`config.mk`:
```
export PLATFORM = sky130hd
export DESIGN_NAME = pwm_tmr
export DESIGN_NICKNAME = d
export VERILOG_FILES = /design/src/rtl/pwm_tmr_pkg.sv /design/src/rtl/pwm_tmr_regs.sv /design/src/rtl/pwm_tmr_counter.sv /design/src/rtl/pwm_tmr_channel.sv /design/src/rtl/pwm_tmr.sv
export SDC_FILE = /design/constraint.sdc
export NUM_CORES = 1
export LEC_CHECK = 0
export BUFFER_PORTS_ARGS = -buffer_cell sky130_fd_sc_hd__buf_4
export CORE_MARGIN = 8
export CORE_UTILIZATION = 52
export CTS_CLUSTER_DIAMETER = 40
export CTS_CLUSTER_SIZE = 16
export DETAILED_ROUTE_END_ITERATION = 8
export GPL_ROUTABILITY_DRIVEN = 0
export GPL_TIMING_DRIVEN = 0
export PLACE_DENSITY_LB_ADDON = 0.08
export SLEW_MARGIN = 20
export SYNTH_ARGS = -nofsm -noshare
export SYNTH_HDL_FRONTEND = slang
export SYNTH_SLANG_ARGS = --single-unit
```
`constraint.sdc`:
```
create_clock -name clk_i -period 4.6 [get_ports clk_i]
set_clock_uncertainty 0.2 [all_clocks]
set_input_delay 0.46 -clock clk_i [delete_from_list [all_inputs] [get_ports clk_i]]
set_output_delay 0.46 -clock clk_i [all_outputs]
set_load 0.1 [all_outputs]
```
`src/rtl/pwm_tmr_pkg.sv`:
```
package pwm_tmr_pkg;
  typedef enum logic [1:0] {
    CH_OFF  = 2'b00,
    CH_ALT  = 2'b01,
    CH_NORM = 2'b10,
    CH_INV  = 2'b11
  } ch_mode_e;

  localparam logic [1:0] WAVE_DUAL = 2'b01;

  localparam int ADDR_CTRL = 0;
  localparam int ADDR_MODE = 1;
  localparam int ADDR_TOP  = 2;
  localparam int ADDR_PORT = 3;
  localparam int ADDR_DIR  = 4;
  localparam int ADDR_CMP0 = 8;
endpackage

```
`src/rtl/pwm_tmr_regs.sv`:
```
module pwm_tmr_regs
  import pwm_tmr_pkg::*;
#(
  parameter int CNT_W  = 8,
  parameter int N_CH   = 2,
  parameter int ADDR_W = 4
) (
  input  logic                        clk_i,
  input  logic                        rst_ni,
  input  logic                        wr_en_i,
  input  logic [ADDR_W-1:0]           wr_addr_i,
  input  logic [CNT_W-1:0]            wr_data_i,
  input  logic                        load_i,
  output logic                        dual_o,
  output logic [N_CH-1:0][1:0]        mode_o,
  output logic [CNT_W-1:0]            top_o,
  output logic [N_CH-1:0][CNT_W-1:0]  cmp_o,
  output logic [2*N_CH-1:0]           port_o,
  output logic [2*N_CH-1:0]           dir_o
);
  localparam int PIN_N = 2 * N_CH;

  logic [2:0]                   ctrl_q;
  logic [CNT_W-1:0]             top_buf_q;
  logic [N_CH-1:0][CNT_W-1:0]   cmp_buf_q;

  assign dual_o = ctrl_q[0] && (ctrl_q[2:1] == WAVE_DUAL);

  always_ff @(posedge clk_i or negedge rst_ni) begin
    if (!rst_ni) begin
      ctrl_q    <= '0;
      mode_o    <= '0;
      port_o    <= '0;
      dir_o     <= '0;
      top_buf_q <= '0;
      cmp_buf_q <= '0;
      top_o     <= '0;
      cmp_o     <= '0;
    end else begin
      if (wr_en_i) begin
        if (wr_addr_i == ADDR_W'(ADDR_CTRL)) ctrl_q    <= wr_data_i[2:0];
        if (wr_addr_i == ADDR_W'(ADDR_MODE)) mode_o    <= wr_data_i[PIN_N-1:0];
        if (wr_addr_i == ADDR_W'(ADDR_TOP))  top_buf_q <= wr_data_i;
        if (wr_addr_i == ADDR_W'(ADDR_PORT)) port_o    <= wr_data_i[PIN_N-1:0];
        if (wr_addr_i == ADDR_W'(ADDR_DIR))  dir_o     <= wr_data_i[PIN_N-1:0];
        for (int c = 0; c < N_CH; c++) begin
          if (wr_addr_i == ADDR_W'(ADDR_CMP0 + c)) cmp_buf_q[c] <= wr_data_i;
        end
      end
      // dual-slope: active values change only at BOTTOM
      if (!dual_o || load_i) begin
        top_o <= top_buf_q;
        cmp_o <= cmp_buf_q;
      end
    end
  end

  a_r11_hold_top: assert property (@(posedge clk_i) disable iff (!rst_ni)
    (dual_o && !load_i) |=> (top_o == $past(top_o)));

  a_r11_hold_cmp: assert property (@(posedge clk_i) disable iff (!rst_ni)
    (dual_o && !load_i) |=> (cmp_o == $past(cmp_o)));
endmodule

```
`src/rtl/pwm_tmr_counter.sv`:
```
module pwm_tmr_counter #(
  parameter int CNT_W = 8
) (
  input  logic             clk_i,
  input  logic             rst_ni,
  input  logic             tick_i,
  input  logic             dual_i,
  input  logic [CNT_W-1:0] top_i,
  output logic [CNT_W-1:0] cnt_o,
  output logic [CNT_W-1:0] cnt_nxt_o,
  output logic             up_o,
  output logic             load_o
);
  localparam int CW1 = CNT_W + 1;

  logic up_nxt;

  always_comb begin
    cnt_nxt_o = cnt_o;
    up_nxt    = up_o;
    if (tick_i) begin
      if (!dual_i) begin
        up_nxt    = 1'b1;
        cnt_nxt_o = (cnt_o >= top_i) ? '0 : cnt_o + CNT_W'(1);
      end else if (up_o) begin
        if (({1'b0, cnt_o} + CW1'(1)) >= {1'b0, top_i}) begin
          cnt_nxt_o = top_i;
          up_nxt    = 1'b0;
        end else begin
          cnt_nxt_o = cnt_o + CNT_W'(1);
        end
      end else begin
        if (cnt_o <= CNT_W'(1)) begin
          cnt_nxt_o = '0;
          up_nxt    = 1'b1;
        end else begin
          cnt_nxt_o = cnt_o - CNT_W'(1);
        end
      end
    end
  end

  assign load_o = tick_i && dual_i && (cnt_nxt_o == '0);

  always_ff @(posedge clk_i or negedge rst_ni) begin
    if (!rst_ni) begin
      cnt_o <= '0;
      up_o  <= 1'b1;
    end else begin
      cnt_o <= cnt_nxt_o;
      up_o  <= up_nxt;
    end
  end

  a_r2_fast_wrap: assert property (@(posedge clk_i) disable iff (!rst_ni)
    (tick_i && !dual_i && cnt_o >= top_i) |=> (cnt_o == '0));

  a_r3_descend: assert property (@(posedge clk_i) disable iff (!rst_ni)
    (tick_i && dual_i && !up_o && cnt_o > CNT_W'(1)) |=>
      (cnt_o == $past(cnt_o) - CNT_W'(1)));

  a_r3_no_tick_hold: assert property (@(posedge clk_i) disable iff (!rst_ni)
    !tick_i |=> $stable(cnt_o));
endmodule

```
`src/rtl/pwm_tmr_channel.sv`:
```
module pwm_tmr_channel
  import pwm_tmr_pkg::*;
#(
  parameter int CNT_W = 8
) (
  input  logic             clk_i,
  input  logic             rst_ni,
  input  logic             tick_i,
  input  logic             dual_i,
  input  logic [1:0]       mode_i,
  input  logic [CNT_W-1:0] cmp_i,
  input  logic [CNT_W-1:0] top_i,
  input  logic [CNT_W-1:0] cnt_i,
  input  logic [CNT_W-1:0] cnt_nxt_i,
  input  logic             up_i,
  output logic             wave_o,
  output logic [1:0]       drv_o
);
  logic tog_q;
  logic full, below, lvl;

  assign full  = (cmp_i >= top_i);
  assign below = (cnt_i < cmp_i);
  assign lvl   = full | below;

  always_ff @(posedge clk_i or negedge rst_ni) begin
    if (!rst_ni) tog_q <= 1'b0;
    else if (tick_i && (cnt_nxt_i == cmp_i)) tog_q <= ~tog_q;
  end

  always_comb begin
    wave_o = 1'b0;
    unique case (mode_i)
      CH_NORM: wave_o = lvl;
      CH_INV:  wave_o = dual_i ? ~lvl : lvl;
      CH_ALT:  wave_o = dual_i ? (full | (up_i & below)) : tog_q;
      default: wave_o = 1'b0;
    endcase
  end

  // drv_o[0]: true pin, drv_o[1]: complementary pin
  always_comb begin
    if (dual_i) drv_o = {2{mode_i != CH_OFF}};
    else begin
      unique case (mode_i)
        CH_ALT:  drv_o = 2'b11;
        CH_NORM: drv_o = 2'b01;
        CH_INV:  drv_o = 2'b10;
        default: drv_o = 2'b00;
      endcase
    end
  end

  a_r8_toggle: assert property (@(posedge clk_i) disable iff (!rst_ni)
    (tick_i && !dual_i && mode_i == CH_ALT && cnt_nxt_i == cmp_i) |=>
      (tog_q != $past(tog_q)));
endmodule

```
`src/rtl/pwm_tmr.sv`:
```
module pwm_tmr
  import pwm_tmr_pkg::*;
#(
  parameter int CNT_W  = 8,
  parameter int N_CH   = 2,
  parameter int ADDR_W = 4
) (
  input  logic                clk_i,
  input  logic                rst_ni,
  input  logic                tick_i,
  input  logic                wr_en_i,
  input  logic [ADDR_W-1:0]   wr_addr_i,
  input  logic [CNT_W-1:0]    wr_data_i,
  output logic [CNT_W-1:0]    count_o,
  output logic [2*N_CH-1:0]   pin_o
);
  localparam int PIN_N = 2 * N_CH;

  logic                        dual, load, up;
  logic [N_CH-1:0][1:0]        mode;
  logic [CNT_W-1:0]            top, cnt_nxt;
  logic [N_CH-1:0][CNT_W-1:0]  cmp;
  logic [PIN_N-1:0]            port, dir, pin_val, pin_drv;
  logic [N_CH-1:0]             wave;
  logic [N_CH-1:0][1:0]        drv;

  pwm_tmr_regs #(.CNT_W(CNT_W), .N_CH(N_CH), .ADDR_W(ADDR_W)) u_regs (
    .clk_i(clk_i), .rst_ni(rst_ni), .wr_en_i(wr_en_i), .wr_addr_i(wr_addr_i),
    .wr_data_i(wr_data_i), .load_i(load), .dual_o(dual), .mode_o(mode),
    .top_o(top), .cmp_o(cmp), .port_o(port), .dir_o(dir)
  );

  pwm_tmr_counter #(.CNT_W(CNT_W)) u_cnt (
    .clk_i(clk_i), .rst_ni(rst_ni), .tick_i(tick_i), .dual_i(dual), .top_i(top),
    .cnt_o(count_o), .cnt_nxt_o(cnt_nxt), .up_o(up), .load_o(load)
  );

  for (genvar c = 0; c < N_CH; c++) begin : g_ch
    pwm_tmr_channel #(.CNT_W(CNT_W)) u_ch (
      .clk_i(clk_i), .rst_ni(rst_ni), .tick_i(tick_i), .dual_i(dual),
      .mode_i(mode[c]), .cmp_i(cmp[c]), .top_i(top), .cnt_i(count_o),
      .cnt_nxt_i(cnt_nxt), .up_i(up), .wave_o(wave[c]), .drv_o(drv[c])
    );
    assign pin_val[2*c]   = wave[c];
    assign pin_val[2*c+1] = ~wave[c];
    assign pin_drv[2*c]   = drv[c][0];
    assign pin_drv[2*c+1] = drv[c][1];

    a_r10_release: assert property (@(posedge clk_i) disable iff (!rst_ni)
      (mode[c] == CH_OFF) |=> (pin_o[2*c+1 -: 2] == $past(port[2*c+1 -: 2])));

    a_r9_zero_low: assert property (@(posedge clk_i) disable iff (!rst_ni)
      (mode[c] == CH_NORM && cmp[c] == '0 && top != '0 && dir[2*c]) |=> !pin_o[2*c]);

    a_r9_full_high: assert property (@(posedge clk_i) disable iff (!rst_ni)
      (mode[c] == CH_NORM && cmp[c] >= top && dir[2*c]) |=> pin_o[2*c]);

    a_r5_pair_opposite: assert property (@(posedge clk_i) disable iff (!rst_ni)
      (dual && mode[c] == CH_INV && dir[2*c] && dir[2*c+1]) |=> (pin_o[2*c] != pin_o[2*c+1]));
  end

  always_ff @(posedge clk_i or negedge rst_ni) begin
    if (!rst_ni) pin_o <= '0;
    else         pin_o <= (dir & pin_drv & pin_val) | (~(dir & pin_drv) & port);
  end
endmodule

```
==> run metrics, run 1 <==
Critical Path, Cell by Cell=nand3_4 -> nor3_4 -> xor2_4 -> ha_4 -> and3_4 -> a221o_1 -> a211oi_4 -> mux2i_2 -> o211a_1 -> or3_4 -> or4_4 -> o41a_1 -> buf_6 -> clkbuf_16 -> mux2_4; total gr overflow=0; fin crit period=4.78 ns; kind of critical path=register to register; number of synthesized flops with an enable pin=0; Cell Pwr Density=697 nW/um^2; CP required=4.63 ns; unrepaired setup endpoints after global routing=yes; CP Launch Type=register; Worst Tran Pin Value=0.958 ns; initial core utilization=53.4%; CTS Buffer Depth=2; FILL cells=855; Area growth, synth to finish=20.3%; Multi-input gate area=3550 sq um; Total GRT Usage=21.6%; clk_lat worst skew=0.35 ns; most common flop cell mapped by yosys=dfrtp_1; Ports=28; Crit Path Max Fanout=7; post-synthesis net count=603; Syn. warnings=0; max_cap viols=0; Final ANT Viol Nets=0; share of cells above drive strength 1=33.0%; maximum clock rate=0.209 GHz; Post-DP Area=5970 sq um; clk sink count=78; mapped cell area=5490 sq um; Vias=4629; Root Buffer=clkbuf_8; FF+latch count, synth=78; drc violations=0; initial drt markers=317; detailed placer's ending HPWL=11200 um; vias in the first global route=4538; Worst R2R Path Depth=15; largest net degree at the start of global routing=79; average size of a mapped cell=10.4 sq um; post-DR wirelength/cell=20.5 um; Critical R2R Launch=u_cnt.cnt_o[2]; setup tns final=-3.86 ns; # diodes=0; register area=1980 sq um; Die Y=119 um; initial antenna violation count=0; placed cell count=693; Place WS=-0.744 ns; Tcrit/Tclk final=104%; worst vdd ir=0.384 mV; TritonCTS clock tree=done; PortBufs=27; CP Data Arrival Time=4.81 ns; final slew viol count=0; vias per std cell=6.24; cts bufs inserted=9; row cnt=37; flop-to-flop setup slack=-0.18 ns; Finished Layout Cells=742; Slew HR=36.1%; top-count cell post-synth=dfrtp_1; Synth top area share=35.1%; HP Class=input pin to asynchronous set/reset pin; design area=6610 sq um; Core Area=10300 sq um; crit-path max cell delay=0.46 ns; register area share after synthesis=35.6%; Final Hold Viols=0; final setup fails=24; Worst Slack Setup Final=-0.179 ns; Async SR Flop Fraction=100%; Horiz. Die Dim=119 um; Slowest cell on crit path=dfrtp_4; synth cell count leaders=77 x dfrtp_1, 57 x ha_1, 40 x mux2_2; WL final=15200 um; Final Util=64.3%; Die ar.=14100 sq um; area leader, netlist=dfrtp_1; CP Capture Type=register; Leakage Power=2.96 nW; Mapped Cells=530; Worst-path clk slew=0.09 ns; synth unique cells=71; global-route wire length before repair=24100 um; Pre-antenna DRT Iters=5; synth top area cells=dfrtp_1 35%, ha_1 13%, mux2_2 8.2%; final net count=676; worst r2r dst=u_regs.cmp_o[5]; failing checks=negative setup slack; CTS H-tree depth=3; status=finished with violations
==> per-layer routing <==
metal  GRT usage [%]  wire length [um]  vias up
met2            34.3              6970      210
met3            3.62              1050       54
met1            27.3              6510     2235
met5               0                 0        -
li1                -                 -     2130
met4            12.6               669        0
==> timing repair <==
action / 4_1_cts / 5_1_grt
setup endpoints to repair: 26 / 25
gates cloned: 0 / 2
hold buffers: 0 / 0
setup buffers: 28 / 9
resized for setup: 24 / 19
pin swaps: 7 / 3
==> cell usage in the layout (no fill, tap or decap), drive strengths merged, types with 6 or more instances in the layout <==
cell,synthesis,routed
dfrtp,77,77
buf,7,70
mux2,65,65
ha,57,57
inv,37,37
o21ai,28,28
nor2,27,27
nand2,24,24
a21oi,23,23
clkbuf,10,19
nor3,14,14
nand3,10,10
xnor2,10,10
nand2b,8,8
a31oi,8,8
o31ai,7,7
or3,7,7
a211oi,7,7
a21o,6,6
nand4,6,6
mux2i,6,6
==> area by class of cell <==
type,instances,share of cell area (%)
tap,136,2.58
buffer,13,1.51
sequential,78,30.0
multi-input combinational,397,53.7
inverter,38,2.16
clock buffer,10,1.93
timing repair buffer,66,7.78
clock inverter,4,0.398
==> critical path, delay by kind of cell (launching register included) <==
family,cells,cell delay (ns)
xor gates and xnor gates,1,0.29
buffers and inverters,2,0.33
adders and majority gates,1,0.25
and+or+nand+nor,5,1.33
AOI/OAI and AO/OA,4,1.34
muxes,2,0.44
DFF,1,0.46
==> sequential cells by signal, indices dropped and copies added (netlist names) <==
signal,count
u_regs.cmp_buf_q,16
u_regs.cmp_o,16
u_cnt.cnt_o,8
u_regs.top_buf_q,8
u_regs.top_o,8
pin_o,4
u_regs.dir_o,4
u_regs.mode_o,4
u_regs.port_o,4
u_regs.ctrl_q,3
g_ch.u_ch.tog_q,2
u_cnt.up_o,1
==> worst max-delay path by stage <==
stage / end / slack (ns) / from / cells after the start
after global placement: u_regs.cmp_o[15] / -0.78 / u_cnt.cnt_o[1] / 17
final: u_regs.cmp_o[5] / -0.18 / u_cnt.cnt_o[2] / 15
after CTS: u_regs.cmp_o[3] / -0.10 / u_cnt.cnt_o[2] / 15
after detailed placement: u_regs.cmp_o[3] / -0.74 / u_cnt.cnt_o[1] / 18
after floorplan: u_regs.cmp_o[0] / -0.22 / u_cnt.cnt_o[1] / 17
after global routing: u_regs.cmp_o[0] / -0.22 / u_cnt.cnt_o[2] / 15
==> power by group <==
part / total (mW) / internal [mW] / switching, mW
clock: 0.440 / 0.189 / 0.251
sequential: 1.14 / 0.907 / 0.232
combinational: 3.03 / 1.26 / 1.77
total: 4.61 / 2.36 / 2.25
==> stage by stage <==
stage / power (mW) / hold WS [ns]
after detailed placement: 3.71 / 0.254
after global placement: 3.64 / 0.262
after CTS: 4.41 / 0.0878
final: 4.61 / 0.0402
after global routing: 4.90 / 0.137
after floorplan: 3.03 / -0.0356
==> logic make-up after synthesis <==
logic type	share of synthesized area [%]
buf+inv	4.60
flops	35.6
simple gates	12.1
xor+xnor	2.23
compound gates	16.7
fa+ha+maj	13.0
mux	15.8
(Power assumes the default switching activity.)
==> inputs of run 2 (changes only) <==
--- a/config.mk
+++ b/config.mk
@@ -14,6 +14,7 @@
 export GPL_ROUTABILITY_DRIVEN = 0
 export GPL_TIMING_DRIVEN = 0
 export PLACE_DENSITY_LB_ADDON = 0.08
+export REMOVE_ABC_BUFFERS = 1
 export SLEW_MARGIN = 20
 export SYNTH_ARGS = -nofsm -noshare
 export SYNTH_HDL_FRONTEND = slang
==> run 2 against run 1 <==
  * Register-to-register slack better by 0.15 ns
  * Highest routed layer unchanged
  * Sequential share of layout area shrank 0.54 points
  * Flip-flop and latch count did not move
  * Clock power grew 17%
  * Die area unchanged
  * Combinational power up 2%
  * The run still ends with negative setup slack left
  * Sequential power hardly changed
==> run metrics, run 2 (synthesized netlist as in run 1, its figures left out) <==
total gr overflow=0; Root Buffer=clkbuf_8; vias in the first global route=4675; # diodes=0; clk sink count=78; most common cell after layout, fill and taps aside=dfrtp_1; kind of critical path=register to register; largest net degree at the start of global routing=79; initial drt markers=275; drc violations=0; fin crit period=4.63 ns; global-route wire length before repair=25000 um; switching share of power=48.7%; Tcrit/Tclk final=101%; Post-DP Area=5790 sq um; Worst R2R Path Depth=16; failing checks=negative setup slack; CTS H-tree depth=3; worst r2r dst=u_regs.top_o[0]; row cnt=37; Final Hold Viols=0; initial core utilization=53.4%; Vias=4555; clock network power share=10.9%; Comb power frac=65.2%; Die Y=119 um; unrepaired setup endpoints after global routing=yes; vias per std cell=6.22; initial antenna violation count=0; final slew viol count=0; Cell Pwr Density=709 nW/um^2; Worst-path clk slew=0.08 ns; CP Data Arrival Time=4.68 ns; cts bufs inserted=9; Crit Path Max Fanout=6; Ports=28; Hold Slack=0.137 ns; detailed placer's ending HPWL=10600 um; Final ANT Viol Nets=0; Slew HR=36.2%; Critical R2R Launch=u_cnt.cnt_o[0]; setup tns final=-0.382 ns; worst vdd ir=0.523 mV; design area=6670 sq um; Die ar.=14100 sq um; most frequent cells in the layout=70 x dfrtp_1, 56 x buf_4, 53 x ha_1; post-DR wirelength/cell=21.1 um; Net Switching=2.30 mW; total power=4.73 mW; Finished Layout Cells=732; Final Util=64.9%; CP Capture Type=register; Place WS=-1.51 ns; Reg power frac=24.0%; TritonCTS clock tree=done; Worst setup endpoint=u_regs.top_o[0]; HP Class=input pin to register; clk_lat worst skew=0.36 ns; Largest regs=u_regs.cmp_buf_q (16), u_regs.cmp_o (16); WL final=15400 um; PortBufs=27; max_cap viols=0; Worst Tran Pin Value=0.957 ns; Critical path origin=u_cnt.cnt_o[0]; final net count=664; final setup fails=24; maximum clock rate=0.216 GHz; flop-to-flop setup slack=-0.03 ns; status=finished with violations; Core Area=10300 sq um; Area growth, synth to finish=21.4%; Worst Slack Setup Final=-0.0331 ns; Total GRT Usage=22.4%; placed cell count=677; Pint=2.43 mW; CTS Buffer Depth=2; Pre-antenna DRT Iters=6; Horiz. Die Dim=119 um; CP Launch Type=register; share of cells above drive strength 1=33.7%; Leakage Power=2.98 nW; CP required=4.64 ns
==> run 2: worst min-delay path by stage <==
| stage | slack, ns | end | start | cells past startpoint |
|---|---|---|---|---|
| 4_1_cts | 0.09 | pin_o[2] | rst_ni | 1 |
| 2_1_floorplan | -0.04 | g_ch[0].u_ch.tog_q | rst_ni | 0 |
| 3_3_place_gp | 0.26 | u_regs.top_o[2] | u_regs.top_buf_q[2] | 1 |
| 3_5_place_dp | 0.26 | g_ch[1].u_ch.tog_q | g_ch[1].u_ch.tog_q | 1 |
| 6_report | 0.14 | u_regs.cmp_buf_q[7] | wr_data_i[7] | 2 |
| 5_1_grt | 0.13 | u_regs.cmp_buf_q[4] | wr_data_i[4] | 2 |
==> run 2: critical path, cell delays in order (launching register included) <==
cell	delay, ns
dfrtp_2	0.42
buf_6	0.13
nand2_4	0.07
nor3_4	0.21
xor2_2	0.19
ha_1	0.27
and3_4	0.17
a221o_1	0.36
a211oi_4	0.18
buf_6	0.17
or3_4	0.15
a31oi_4	0.11
or3_4	0.40
or4_4	0.54
o41a_4	0.47
buf_12	0.19
mux2_4	0.29
==> run 2: routing by layer <==
| layer | wire length (um) | GRT usage [%] | vias to the layer above |
|---|---|---|---|
| met5 | 0 | 0 | - |
| li1 | - | - | 2096 |
| met3 | 1190 | 5.05 | 57 |
| met4 | 737 | 11.9 | 0 |
| met1 | 6590 | 28.9 | 2215 |
| met2 | 6910 | 34.2 | 187 |
==> run 2: final cells by class <==
class	instances	area, sq um
Tap cell	136	170
Sequential cell	78	1960
Inverter	38	143
Clock buffer	9	124
Clock inverter	7	75.1
Timing Repair Buffer	67	617
Fill cell	826	3610
Multi-Input combinational cell	397	3580
==> run 2: repair_timing <==
| item | in CTS | in global routing |
|---|---|---|
| buffers inserted | 30 | 4 |
| gates resized for setup | 52 | 15 |
| hold buffers | 0 | 1 |
| endpoints found under the hold margin | 0 | 19 |
| endpoints found under the setup margin | 29 | 25 |
| pin swaps | 18 | 14 |
| cloned | 3 | 0 |
==> run 2: power groups by stage <==
stage | combinational [mW] | clock, mW | sequential (mW)
floorplan | 1.50 | 0 | 1.42
global placement | 2.33 | 0 | 1.20
detailed placement | 2.40 | 0 | 1.21
CTS | 2.90 | 0.526 | 1.12
global route | 3.32 | 0.553 | 1.16
finish | 3.08 | 0.514 | 1.13
